==> src/rtl/fbw_pkg.sv <==
package fbw_pkg;
  localparam int ADDR_W = 32;
  localparam int REG_W  = 32;

  localparam logic [7:0] OFS_CTRL   = 8'h00;
  localparam logic [7:0] OFS_BASE   = 8'h04;
  localparam logic [7:0] OFS_STATUS = 8'h08;
  localparam logic [7:0] OFS_BYTES  = 8'h0C;
  localparam logic [7:0] OFS_BURSTS = 8'h10;

  localparam logic [1:0]        CTRL_RESET = 2'b10;
  localparam logic [ADDR_W-1:0] BASE_RESET = 32'h8000_0000;

  localparam logic [1:0] BURST_INCR = 2'b01;
  localparam logic [1:0] RESP_OKAY  = 2'b00;

  typedef enum logic [2:0] {
    ST_IDLE,
    ST_FILL,
    ST_ADDR,
    ST_DATA,
    ST_RESP
  } wr_state_e;
endpackage

==> src/rtl/fbw_pix_fifo.sv <==
// Pixel FIFO: single push, LANES-wide pop. DEPTH must be a power of two.
module fbw_pix_fifo #(
  parameter int PIX_W = 16,
  parameter int DEPTH = 32,
  parameter int LANES = 4,
  localparam int PTR_W = $clog2(DEPTH),
  localparam int CNT_W = PTR_W + 1
) (
  input  logic                   clk,
  input  logic                   rst_n,
  input  logic                   flush,
  input  logic                   push,
  input  logic [PIX_W-1:0]       push_data,
  input  logic                   pop,
  output logic [CNT_W-1:0]       count,
  output logic [LANES*PIX_W-1:0] pop_data,
  output logic                   overflow
);
  logic [PIX_W-1:0] mem [DEPTH];
  logic [CNT_W-1:0] wr_ptr, rd_ptr;
  logic             full;

  assign count    = wr_ptr - rd_ptr;
  assign full     = (count == CNT_W'(DEPTH));
  assign overflow = push && full;

  always_ff @(posedge clk) begin
    if (!rst_n || flush) begin
      wr_ptr <= '0;
      rd_ptr <= '0;
    end else begin
      if (push && !full) wr_ptr <= wr_ptr + 1'b1;
      if (pop)           rd_ptr <= rd_ptr + CNT_W'(LANES);
    end
  end

  always_ff @(posedge clk) begin
    if (push && !full && !flush) mem[wr_ptr[PTR_W-1:0]] <= push_data;
  end

  for (genvar g = 0; g < LANES; g++) begin : g_lane
    logic [PTR_W-1:0] idx;
    assign idx = rd_ptr[PTR_W-1:0] + PTR_W'(g);
    assign pop_data[g*PIX_W +: PIX_W] = mem[idx];
  end
endmodule

==> src/rtl/fbw_regs.sv <==
// Host register file: control, base, status and counters.
module fbw_regs
  import fbw_pkg::*;
#(
  parameter int BURST_BYTES = 32
) (
  input  logic              clk,
  input  logic              rst_n,
  input  logic              reg_wr,
  input  logic [7:0]        reg_addr,
  input  logic [REG_W-1:0]  reg_wdata,
  output logic [REG_W-1:0]  reg_rdata,
  output logic              arm,
  output logic              canary,
  output logic [ADDR_W-1:0] base,
  output logic              err_flag,
  output logic              ovf_flag,
  input  logic              idle,
  input  logic              burst_done,
  input  logic              resp_err,
  input  logic              overflow
);
  logic [1:0]       ctrl_q;
  logic [REG_W-1:0] bytes_q, bursts_q;

  assign arm    = ctrl_q[0];
  assign canary = ctrl_q[1];

  always_ff @(posedge clk) begin
    if (!rst_n) begin
      ctrl_q   <= CTRL_RESET;
      base     <= BASE_RESET;
      bytes_q  <= '0;
      bursts_q <= '0;
      err_flag <= 1'b0;
      ovf_flag <= 1'b0;
    end else begin
      if (reg_wr && reg_addr == OFS_CTRL) ctrl_q <= reg_wdata[1:0];
      if (reg_wr && reg_addr == OFS_BASE) base   <= reg_wdata;
      if (burst_done) begin
        bytes_q  <= bytes_q + REG_W'(BURST_BYTES);
        bursts_q <= bursts_q + 1'b1;
      end
      if (resp_err) err_flag <= 1'b1;
      if (overflow) ovf_flag <= 1'b1;
    end
  end

  always_comb begin
    unique case (reg_addr)
      OFS_CTRL:   reg_rdata = {{(REG_W-2){1'b0}}, ctrl_q};
      OFS_BASE:   reg_rdata = base;
      OFS_STATUS: reg_rdata = {{(REG_W-3){1'b0}}, ovf_flag, err_flag, idle};
      OFS_BYTES:  reg_rdata = bytes_q;
      OFS_BURSTS: reg_rdata = bursts_q;
      default:    reg_rdata = '0;
    endcase
  end
endmodule

==> src/rtl/fbw_burst_ctrl.sv <==
// Frame sequencer: one outstanding burst, gated by arm.
module fbw_burst_ctrl
  import fbw_pkg::*;
#(
  parameter int FRAME_BURSTS = 256,
  parameter int BEATS        = 4,
  parameter int BURST_PIX    = 16,
  parameter int BURST_BYTES  = 32,
  parameter int CNT_W        = 6,
  localparam int IDX_W  = $clog2(FRAME_BURSTS),
  localparam int BEAT_W = $clog2(BEATS),
  localparam int SH     = $clog2(BURST_BYTES)
) (
  input  logic              clk,
  input  logic              rst_n,
  input  logic              arm,
  input  logic              canary,
  input  logic [ADDR_W-1:0] base,
  input  logic [CNT_W-1:0]  fifo_count,
  output logic              flush,
  output logic              accept_en,
  output logic              pop,
  output logic              awvalid,
  input  logic              awready,
  output logic [ADDR_W-1:0] awaddr,
  output logic              wvalid,
  input  logic              wready,
  output logic              wlast,
  input  logic              bvalid,
  output logic              bready,
  input  logic [1:0]        bresp,
  output logic              burst_done,
  output logic              resp_err,
  output logic              idle
);
  wr_state_e         state, state_nx;
  logic              arm_d;
  logic [IDX_W-1:0]  idx;
  logic [BEAT_W-1:0] beat;
  logic              last_burst;

  assign flush      = arm && !arm_d && (state == ST_IDLE);
  assign last_burst = canary || (idx == IDX_W'(FRAME_BURSTS - 1));

  always_comb begin
    state_nx = state;
    unique case (state)
      ST_IDLE: if (flush) state_nx = ST_FILL;
      ST_FILL: begin
        if (!arm)                                state_nx = ST_IDLE;
        else if (fifo_count >= CNT_W'(BURST_PIX)) state_nx = ST_ADDR;
      end
      ST_ADDR: if (awready) state_nx = ST_DATA;
      ST_DATA: if (wready && beat == BEAT_W'(BEATS - 1)) state_nx = ST_RESP;
      ST_RESP: if (bvalid) state_nx = (!arm || last_burst) ? ST_IDLE : ST_FILL;
      default: state_nx = ST_IDLE;
    endcase
  end

  always_ff @(posedge clk) begin
    if (!rst_n) begin
      state <= ST_IDLE;
      arm_d <= 1'b0;
      idx   <= '0;
      beat  <= '0;
    end else begin
      state <= state_nx;
      arm_d <= arm;
      if (flush)                         idx  <= '0;
      else if (state == ST_RESP && bvalid) idx <= idx + 1'b1;
      if (state == ST_DATA && wready)    beat <= beat + 1'b1;
    end
  end

  assign accept_en  = (state != ST_IDLE);
  assign idle       = (state == ST_IDLE);
  assign awvalid    = (state == ST_ADDR);
  assign awaddr     = base + (ADDR_W'(idx) << SH);
  assign wvalid     = (state == ST_DATA);
  assign wlast      = (beat == BEAT_W'(BEATS - 1));
  assign pop        = wvalid && wready;
  assign bready     = (state == ST_RESP);
  assign burst_done = bvalid && bready;
  assign resp_err   = burst_done && (bresp != RESP_OKAY);
endmodule

==> src/rtl/fbw_writer.sv <==
// Top: pixel stream in, gated AXI4 write bursts out.
module fbw_writer
  import fbw_pkg::*;
#(
  parameter int PIX_W       = 16,
  parameter int DATA_W      = 64,
  parameter int FIFO_DEPTH  = 32,
  parameter int BURST_BYTES = 32,
  parameter int FRAME_BYTES = 8192
) (
  input  logic                clk,
  input  logic                rst_n,
  input  logic                reg_wr,
  input  logic [7:0]          reg_addr,
  input  logic [REG_W-1:0]    reg_wdata,
  output logic [REG_W-1:0]    reg_rdata,
  input  logic                pix_valid,
  output logic                pix_ready,
  input  logic [PIX_W-1:0]    pix_data,
  output logic                m_awvalid,
  input  logic                m_awready,
  output logic [ADDR_W-1:0]   m_awaddr,
  output logic [7:0]          m_awlen,
  output logic [2:0]          m_awsize,
  output logic [1:0]          m_awburst,
  output logic                m_wvalid,
  input  logic                m_wready,
  output logic [DATA_W-1:0]   m_wdata,
  output logic [DATA_W/8-1:0] m_wstrb,
  output logic                m_wlast,
  input  logic                m_bvalid,
  output logic                m_bready,
  input  logic [1:0]          m_bresp
);
  localparam int LANES        = DATA_W / PIX_W;
  localparam int BEATS        = BURST_BYTES / (DATA_W / 8);
  localparam int BURST_PIX    = BURST_BYTES / (PIX_W / 8);
  localparam int FRAME_BURSTS = FRAME_BYTES / BURST_BYTES;
  localparam int CNT_W        = $clog2(FIFO_DEPTH) + 1;

  logic              arm_w, canary_w, idle_w, err_flag_w, ovf_flag_w;
  logic [ADDR_W-1:0] base_w;
  logic              flush_w, accept_w, pop_w, done_w, resp_err_w, ovf_w;
  logic [CNT_W-1:0]  count_w;

  assign pix_ready = 1'b1;
  assign m_awlen   = 8'(BEATS - 1);
  assign m_awsize  = 3'($clog2(DATA_W / 8));
  assign m_awburst = BURST_INCR;
  assign m_wstrb   = '1;

  fbw_regs #(.BURST_BYTES(BURST_BYTES)) regs_i (
    .clk(clk), .rst_n(rst_n),
    .reg_wr(reg_wr), .reg_addr(reg_addr), .reg_wdata(reg_wdata), .reg_rdata(reg_rdata),
    .arm(arm_w), .canary(canary_w), .base(base_w),
    .err_flag(err_flag_w), .ovf_flag(ovf_flag_w),
    .idle(idle_w), .burst_done(done_w), .resp_err(resp_err_w), .overflow(ovf_w)
  );

  fbw_pix_fifo #(.PIX_W(PIX_W), .DEPTH(FIFO_DEPTH), .LANES(LANES)) fifo_i (
    .clk(clk), .rst_n(rst_n), .flush(flush_w),
    .push(pix_valid && accept_w), .push_data(pix_data),
    .pop(pop_w), .count(count_w), .pop_data(m_wdata), .overflow(ovf_w)
  );

  fbw_burst_ctrl #(
    .FRAME_BURSTS(FRAME_BURSTS), .BEATS(BEATS), .BURST_PIX(BURST_PIX),
    .BURST_BYTES(BURST_BYTES), .CNT_W(CNT_W)
  ) ctrl_i (
    .clk(clk), .rst_n(rst_n), .arm(arm_w), .canary(canary_w), .base(base_w),
    .fifo_count(count_w), .flush(flush_w), .accept_en(accept_w), .pop(pop_w),
    .awvalid(m_awvalid), .awready(m_awready), .awaddr(m_awaddr),
    .wvalid(m_wvalid), .wready(m_wready), .wlast(m_wlast),
    .bvalid(m_bvalid), .bready(m_bready), .bresp(m_bresp),
    .burst_done(done_w), .resp_err(resp_err_w), .idle(idle_w)
  );
endmodule

==> config.mk <==
export PLATFORM = sky130hd
export DESIGN_NAME = fbw_writer
export DESIGN_NICKNAME = d
export VERILOG_FILES = /design/src/rtl/fbw_pkg.sv /design/src/rtl/fbw_pix_fifo.sv /design/src/rtl/fbw_regs.sv /design/src/rtl/fbw_burst_ctrl.sv /design/src/rtl/fbw_writer.sv
export SDC_FILE = /design/constraint.sdc
export NUM_CORES = 1
export LEC_CHECK = 0
export ABC_AREA = 0
export BUFFER_PORTS_ARGS = -buffer_cell sky130_fd_sc_hd__buf_2
export CORE_MARGIN = 10
export CORE_UTILIZATION = 35
export DETAILED_ROUTE_END_ITERATION = 16
export PLACE_DENSITY = 0.62
export SYNTH_ARGS = -nofsm -noshare
export SYNTH_HDL_FRONTEND = slang
export SYNTH_SLANG_ARGS = --single-unit
==> constraint.sdc <==
create_clock -name clk -period 4.65 [get_ports clk]
set_clock_uncertainty 0.05 [all_clocks]
set_input_delay 0.93 -clock clk [delete_from_list [all_inputs] [get_ports clk]]
set_output_delay 0.93 -clock clk [all_outputs]
set_load 0.01 [all_outputs]
== Yosys cells after proc, flatten, opt, wreduce, memory -nomap -nowiden ==
Memory sizes are Yosys's and may differ from the RTL's. A register that Yosys moved wholly into a read port is not among the register bits.
Index checks and enable logic that the tools add are counted.

* Bits in writable memories: 512
* Memories: 1
* Output and inout bits: 154
* Bits in registers: 126

* Eq/ne operators: 16
* Bitwise gates (word level): 1
* Multiplexer cells: 13
* $lt $le $gt $ge: 1
* Reduce and logical (&&, ||, !) cells: 26
* $add $sub $neg: 11

{| class="wikitable"
|+ Memories
! name !! words !! bits a word !! read ports !! clocked after Yosys merged registers in !! wr ports !! line !! RTL
|-
| fifo_i.mem || 32 || 16 || 4 || 1 || 1 || fbw_pix_fifo.sv:19 || <nowiki>logic [PIX_W-1:0] mem [DEPTH];</nowiki>
|}

{| class="wikitable"
|+ Operators with widths
! operator !! number
|-
| $pmux 32 s5 || 1
|-
| $add 32x1->32 const B || 1
|-
| $add 32x13->32 || 1
|-
| $add 32x6->32 const B || 1
|-
| $mux 3 || 6
|-
| $eq 8x4->1 const B || 2
|-
| $pmux 3 s5 || 1
|-
| $logic_and 1x1->1 || 12
|-
| $add 5x2->5 const B || 2
|-
| $mux 5 || 2
|-
| $add 8x1->8 const B || 1
|-
| $eq 8x3->1 const B || 1
|-
| $eq 8x5->1 const B || 1
|-
| $eq 8x8->1 const B || 1
|-
| $logic_not 8->1 || 1
|-
| $add 6x1->6 const B || 1
|-
| $add 6x3->6 const B || 1
|-
| $eq 3x2->1 const B || 2
|-
| $eq 6x6->1 const B || 1
|-
| $ge 6x5->1 const B || 1
|-
| $sub 6x6->6 || 1
|-
| $add 5x1->5 const B || 1
|-
| $logic_not 1->1 || 5
|-
| $reduce_and 5->1 || 1
|-
| 14 further kinds || 20
|}

== Logic depth before layout (Yosys ltp) ==
* Depth in word-level cells: 7
* Gate-level depth with buffers: 10

== Hierarchy ==
Synthesis repeated with hierarchy kept, for this count alone.

* Cell total of the unflattened synthesis: 1771
* Area, all modules: 26321.5 um^2

{| class="wikitable"
|+ Modules (own cells, without submodules)
! module !! seq. area each (um^2) !! times used !! cells an instance !! area each (um^2)
|-
| fbw_pix_fifo || 15635.0 || 1 || 977 || 20139.3
|-
| fbw_regs || 1901.8 || 1 || 585 || 4536.9
|-
| fbw_burst_ctrl || 280.3 || 1 || 184 || 1466.4
|-
| fbw_writer || 0.0 || 1 || 25 || 178.9
|}

== Worst setup path after synthesis ==
Ideal clock, no wire load.

* Kind: register -> register
* Start point: reg fifo_i.rd_ptr[3]
* End point: mem fifo_i.mem[28][0], enable pin
* Path slack: 676 ps
* Data required time: 4212 ps
* Arrival time: 3536 ps
* Cell stages (with the launch flop): 11
* Period minus slack after synthesis: 3974 ps
* Cell sequence: dfxtp_1 > clkbuf_1 > clkbuf_1 > clkbuf_1 > inv_1 > ha_1 > and3b_1 > or3_1 > a41oi_2 > nand2_1 > nor2_1

* Word-level cells in the longest chain between the ends: 7

{| class="wikitable"
|+ RTL lines
! what !! line !! RTL
|-
| from (decl) || fbw_pix_fifo.sv:20 || <nowiki>logic [CNT_W-1:0] wr_ptr, rd_ptr;</nowiki>
|-
| from (signal assigned) || fbw_pix_fifo.sv:33 || <nowiki>if (pop) rd_ptr <= rd_ptr + CNT_W'(LANES);</nowiki>
|-
| $sub 6x6->6 || fbw_pix_fifo.sv:23 || <nowiki>assign count = wr_ptr - rd_ptr;</nowiki>
|-
| $eq 6x6->1 || fbw_pix_fifo.sv:24 || <nowiki>assign full = (count == CNT_W'(DEPTH));</nowiki>
|-
| $logic_not 1->1 || fbw_pix_fifo.sv:38 || <nowiki>if (push && !full && !flush) mem[wr_ptr[PTR_W-1:0]] <= push_data;</nowiki>
|-
| $logic_and 1x1->1 (2 in series) || fbw_pix_fifo.sv:38 ||
|-
| $mux 1 || fbw_pix_fifo.sv:38 ||
|-
| $mux 1 (not written as such) || fbw_pix_fifo.sv:38 ||
|-
| to (decl) || fbw_pix_fifo.sv:19 ||
|}

Every way passes these cells.

== Final worst setup path ==
* Start point: in reg_addr[1]
* End point: out reg_rdata[0]

* Word-level cells in the longest chain between the ends: 2

{| class="wikitable"
|+ RTL lines
! what !! line !! RTL
|-
| from (decl) || fbw_writer.sv:14 || <nowiki>input logic [7:0] reg_addr,</nowiki>
|-
| $eq 8x5->1, or another cell as far along || fbw_regs.sv:50 || <nowiki>unique case (reg_addr)</nowiki>
|-
| $pmux 32 s5 * || fbw_regs.sv:50 ||
|-
| to (decl) || fbw_writer.sv:16 || <nowiki>output logic [REG_W-1:0] reg_rdata,</nowiki>
|}

Mark *: on every way between the ends. The rest lies on a longest branch, timed or not.

==> flow_summary_export.csv <==
group,metric,value,unit
die,die_w,293,microns
placed_design,gp_congestion,0.884,
clock_network,cts-root-buf,"clkbuf_16",
sta,max_freq,241,MHz
run,maxCapViolCount,0,
power_and_ir_drop,leakage,10.6,nW
sta,setup_slack,0.494,ns
worst_setup_path,crit_type,"in2out",
die,core,0.0743,sq mm
worst_setup_path,cp_num_buf_inv,3,
placed_design,dp_hpwl,41.7,mm
routing,vias,15565,
routing,drc_errors,0,
clock_network,cts_setup_buffers,0,
clock_network,cts_tree,"built",
cells_and_area,nets,2032,
sta,period_minus_slack,4.16,ns
synth,ys_ff_latch,634,
die,fp.dieArea,0.0861,sq mm
worst_setup_path,start_kind,"input pin",
routing,wl,65.7,mm
sta,final-hold-violation-count,0,
worst_setup_path,path_cells,"buf_2 > or4_1 > nor4b_1 > nor2b_4 > buf_12 > a221o_1 > buf_2",
global_route,grt_use_total,15.0,%
sta,tightestPinTransition,1.07,ns
worst_setup_path,cp.required,3.67,ns
sta,slew_viol_final,0,
die,num_rows,100,
die,die_h,293,microns
global_route,grt-ovfl-total,0,
power_and_ir_drop,powerDensity,405,mW/mm^2
clock_network,cts_resized,0,
routing,post_drt_wl_per_cell,22.1,microns
synth,seq_area_frac_synth,68.1,%
cells_and_area,area_delta_synth_final,16.9,%
synth,synth_warnings,0,
routing,avgViaCountPerCell,5.23,
synth,synth-edff-count,512,
global_route,grt_pass1_vias,15771,
routing,drt_iter0_markers,1415,
clock_network,clkSinkCount,634,
cells_and_area,drive_gt1_share,25.1,%
clock_network,cts_buffers,71,
die,start_util,35.2,%
global_route,antenna_found_initial,2,
sta,rsz0062_at_grt,"no",
sta,fin_tns_setup,0,ns
clock_network,clkSlewWorstSetupHoldPaths,0.06,ns
global_route,grt_max_degree,100,
worst_setup_path,cp_top_family,"simple AND/OR/NAND/NOR gates",
clock_network,holdBufCountCts,0,
synth,ys.flop_type,"edfxtp_1",
worst_setup_path,r2r_setup_slack,1.35,ns
power_and_ir_drop,peakVddDrop,0.000238,V
synth,syn_inst,1729,
die,ioPinCount,219,
routing,postRouteAntennaNets,0,
sta,finalSetupViolations,0,
sta,relSlewSlack,28.3,%
synth,synth_cell_types,61,
synth,async_flop_share,0,%
outcome,outcome,"completed",
sta,fin_crit_sh,89.4,%
synth,syn-cell-area,0.0262,sq mm
routing,detail_route.first_pass.iterations,8,
clock_network,clk_path_buf_depth,3,
global_route,grt_pass1_wl,98.8,mm
worst_setup_path,arrival,3.18,ns
worst_setup_path,cpMaxStageDelayCell,"or4_1",
clock_network,htreeDepth,3,
placed_design,place_ws,0.497,ns
worst_setup_path,worst_path_most_repeated_cell,"buf_2",
cells_and_area,fillers,6742,
synth,synth_area_per_cell,15.1,sq um
hold_path,worstHoldPathType,"reg2reg",
worst_setup_path,critPathCaptureType,"primary output",
clock_network,clock_latency,0.61,ns
placed_design,io_buffers,196,
worst_setup_path,slowest_delay,0.62,ns
worst_setup_path,worstPathMaxFanout,48,
cells in the final DEF, fill, tap and decap left out, types with 11 or more instances in the layout:
| cell | instances |
|---|---|
| nand3_1 | 67 |
| clkinv_1 | 11 |
| nand4_1 | 32 |
| a222oi_1 | 28 |
| buf_4 | 45 |
| a21oi_1 | 64 |
| mux4_2 | 128 |
| edfxtp_1 | 512 |
| nand2_1 | 234 |
| or3_1 | 18 |
| conb_1 | 22 |
| clkbuf_1 | 18 |
| dfxtp_1 | 118 |
| ha_1 | 20 |
| nor3_1 | 12 |
| buf_2 | 196 |
| inv_1 | 42 |
| xnor2_1 | 22 |
| xor2_1 | 55 |
| clkinv_2 | 11 |
| clkbuf_16 | 72 |
| mux2_2 | 16 |
| nor2_1 | 100 |
| o21ai_0 | 18 |
synth_stat cells, drive strengths merged (2+ instances only):
| master | instances | area [sq um] |
|---|---|---|
| a31o | 2 | 17.5 |
| xnor2 | 22 | 193 |
| nor3 | 12 | 60.1 |
| nand3b | 2 | 15.0 |
| o21a | 2 | 15.0 |
| nor4 | 10 | 68.8 |
| a22o | 2 | 17.5 |
| nor2b | 3 | 18.8 |
| a221o | 3 | 30.0 |
| nand3 | 68 | 345 |
| or3 | 18 | 113 |
| nor3b | 2 | 15.0 |
| nand2b | 9 | 56.3 |
| xor2 | 55 | 482 |
| mux2 | 16 | 180 |
| a211oi | 9 | 67.6 |
| and3 | 10 | 62.6 |
| buf | 57 | 372 |
| ha | 20 | 250 |
| mux2i | 10 | 100 |
| nor4b | 4 | 35.0 |
| and4 | 5 | 43.8 |
| inv | 44 | 165 |
| nand2 | 234 | 878 |
| nor2 | 100 | 375 |
| mux4 | 128 | 2880 |
| o21ai | 19 | 95.1 |
| nand4 | 32 | 200 |
| and3b | 2 | 17.5 |
| edfxtp | 512 | 15400 |
| a21oi | 64 | 320 |
| a31oi | 2 | 12.5 |
| or4 | 5 | 37.5 |
| clkbuf | 62 | 233 |
| dfxtp | 122 | 2440 |
| and2 | 9 | 56.3 |
| a21o | 5 | 37.5 |
| conb | 2 | 7.51 |
| a222oi | 28 | 280 |
| o31ai | 3 | 22.5 |
worst paths after layout:
check | startpoint | endpoint | cells past startpoint
setup / recovery | reg_addr[1] | reg_rdata[0] | 7
hold / removal | ctrl_i.beat[1]$_SDFFE_PN0P_ | ctrl_i.beat[1]$_SDFFE_PN0P_ | 2
setup reg to reg | fifo_i.wr_ptr[3]$_SDFFE_PP0P_ | fifo_i.mem[25][8]$_DFFE_PP_ | 7
hold reg to reg | ctrl_i.beat[1]$_SDFFE_PN0P_ | ctrl_i.beat[1]$_SDFFE_PN0P_ | 2
metal layers:
layer / track usage, % / part of all wire, % / up-vias
met5: 0 / 0.011 / -
li1: - / - / 6994
met2: 25.7 / 50 / 526
met4: 4.88 / 2.4 / 2
met1: 18.8 / 41 / 7943
met3: 3.08 / 6.4 / 100
power by group:
group / internal [mW] / leakage, nW / switching, mW
Sequential: 6.19 / 5.59 / 0.0416
Clock: 3.28 / 1.15 / 2.28
Combinational: 0.231 / 3.82 / 0.372
Total: 9.70 / 10.6 / 2.70
tightest hold or removal path, stage by stage (launching register included):
cell and delay (ns):
dfxtp_1 0.31, nand2_1 0.05, a21oi_1 0.05
layout make-up:
cell class,count,area [sq um],area share [%]
sequential,634,17800,58.3
multi-input combinational,952,7660,25.0
clock buffer,93,1910,6.25
timing repair buffer,243,1360,4.44
tap,969,1210,3.96
clock inverter,38,449,1.47
inverter,44,165,0.540
antenna,2,5.00,0.0164
cells by family after synthesis:
family	Yosys count	synth area share [%]
XOR/XNOR	77	2.58
flip-flops	634	68.1
buffers and inverters	163	2.94
AO/OA/AOI/OAI	147	3.80
adder cells (fa/ha/maj)	21	1.03
multiplexers	154	12.1
AND/OR/NAND/NOR	531	9.41
other	2	0.0287
metrics by stage:
stage	cells	cell area (sq um)	hold slack [ns]	power, mW	utilization, %
6_report	2975	30600	0.411	12.4	41.2
5_1_grt	2973	30600	0.449	12.8	41.1
4_1_cts	2973	30600	0.415	12.5	41.1
3_5_place_dp	2842	28200	0.406	6.96	38.0
3_3_place_gp	2842	28200	0.399	6.95	38.0
2_1_floorplan	1749	26200	0.375	6.70	-
sequential cells by signal, summed over array words and instances, names as in the netlist, 3 cells and up, named ones only:
register,count
fifo_i.mem,512
regs_i.base,32
regs_i.bursts_q,32
regs_i.bytes_q,27
ctrl_i.idx,8
fifo_i.wr_ptr,6
fifo_i.rd_ptr,4
ctrl_i.state,3
Power figures use the tool's default switching activity.
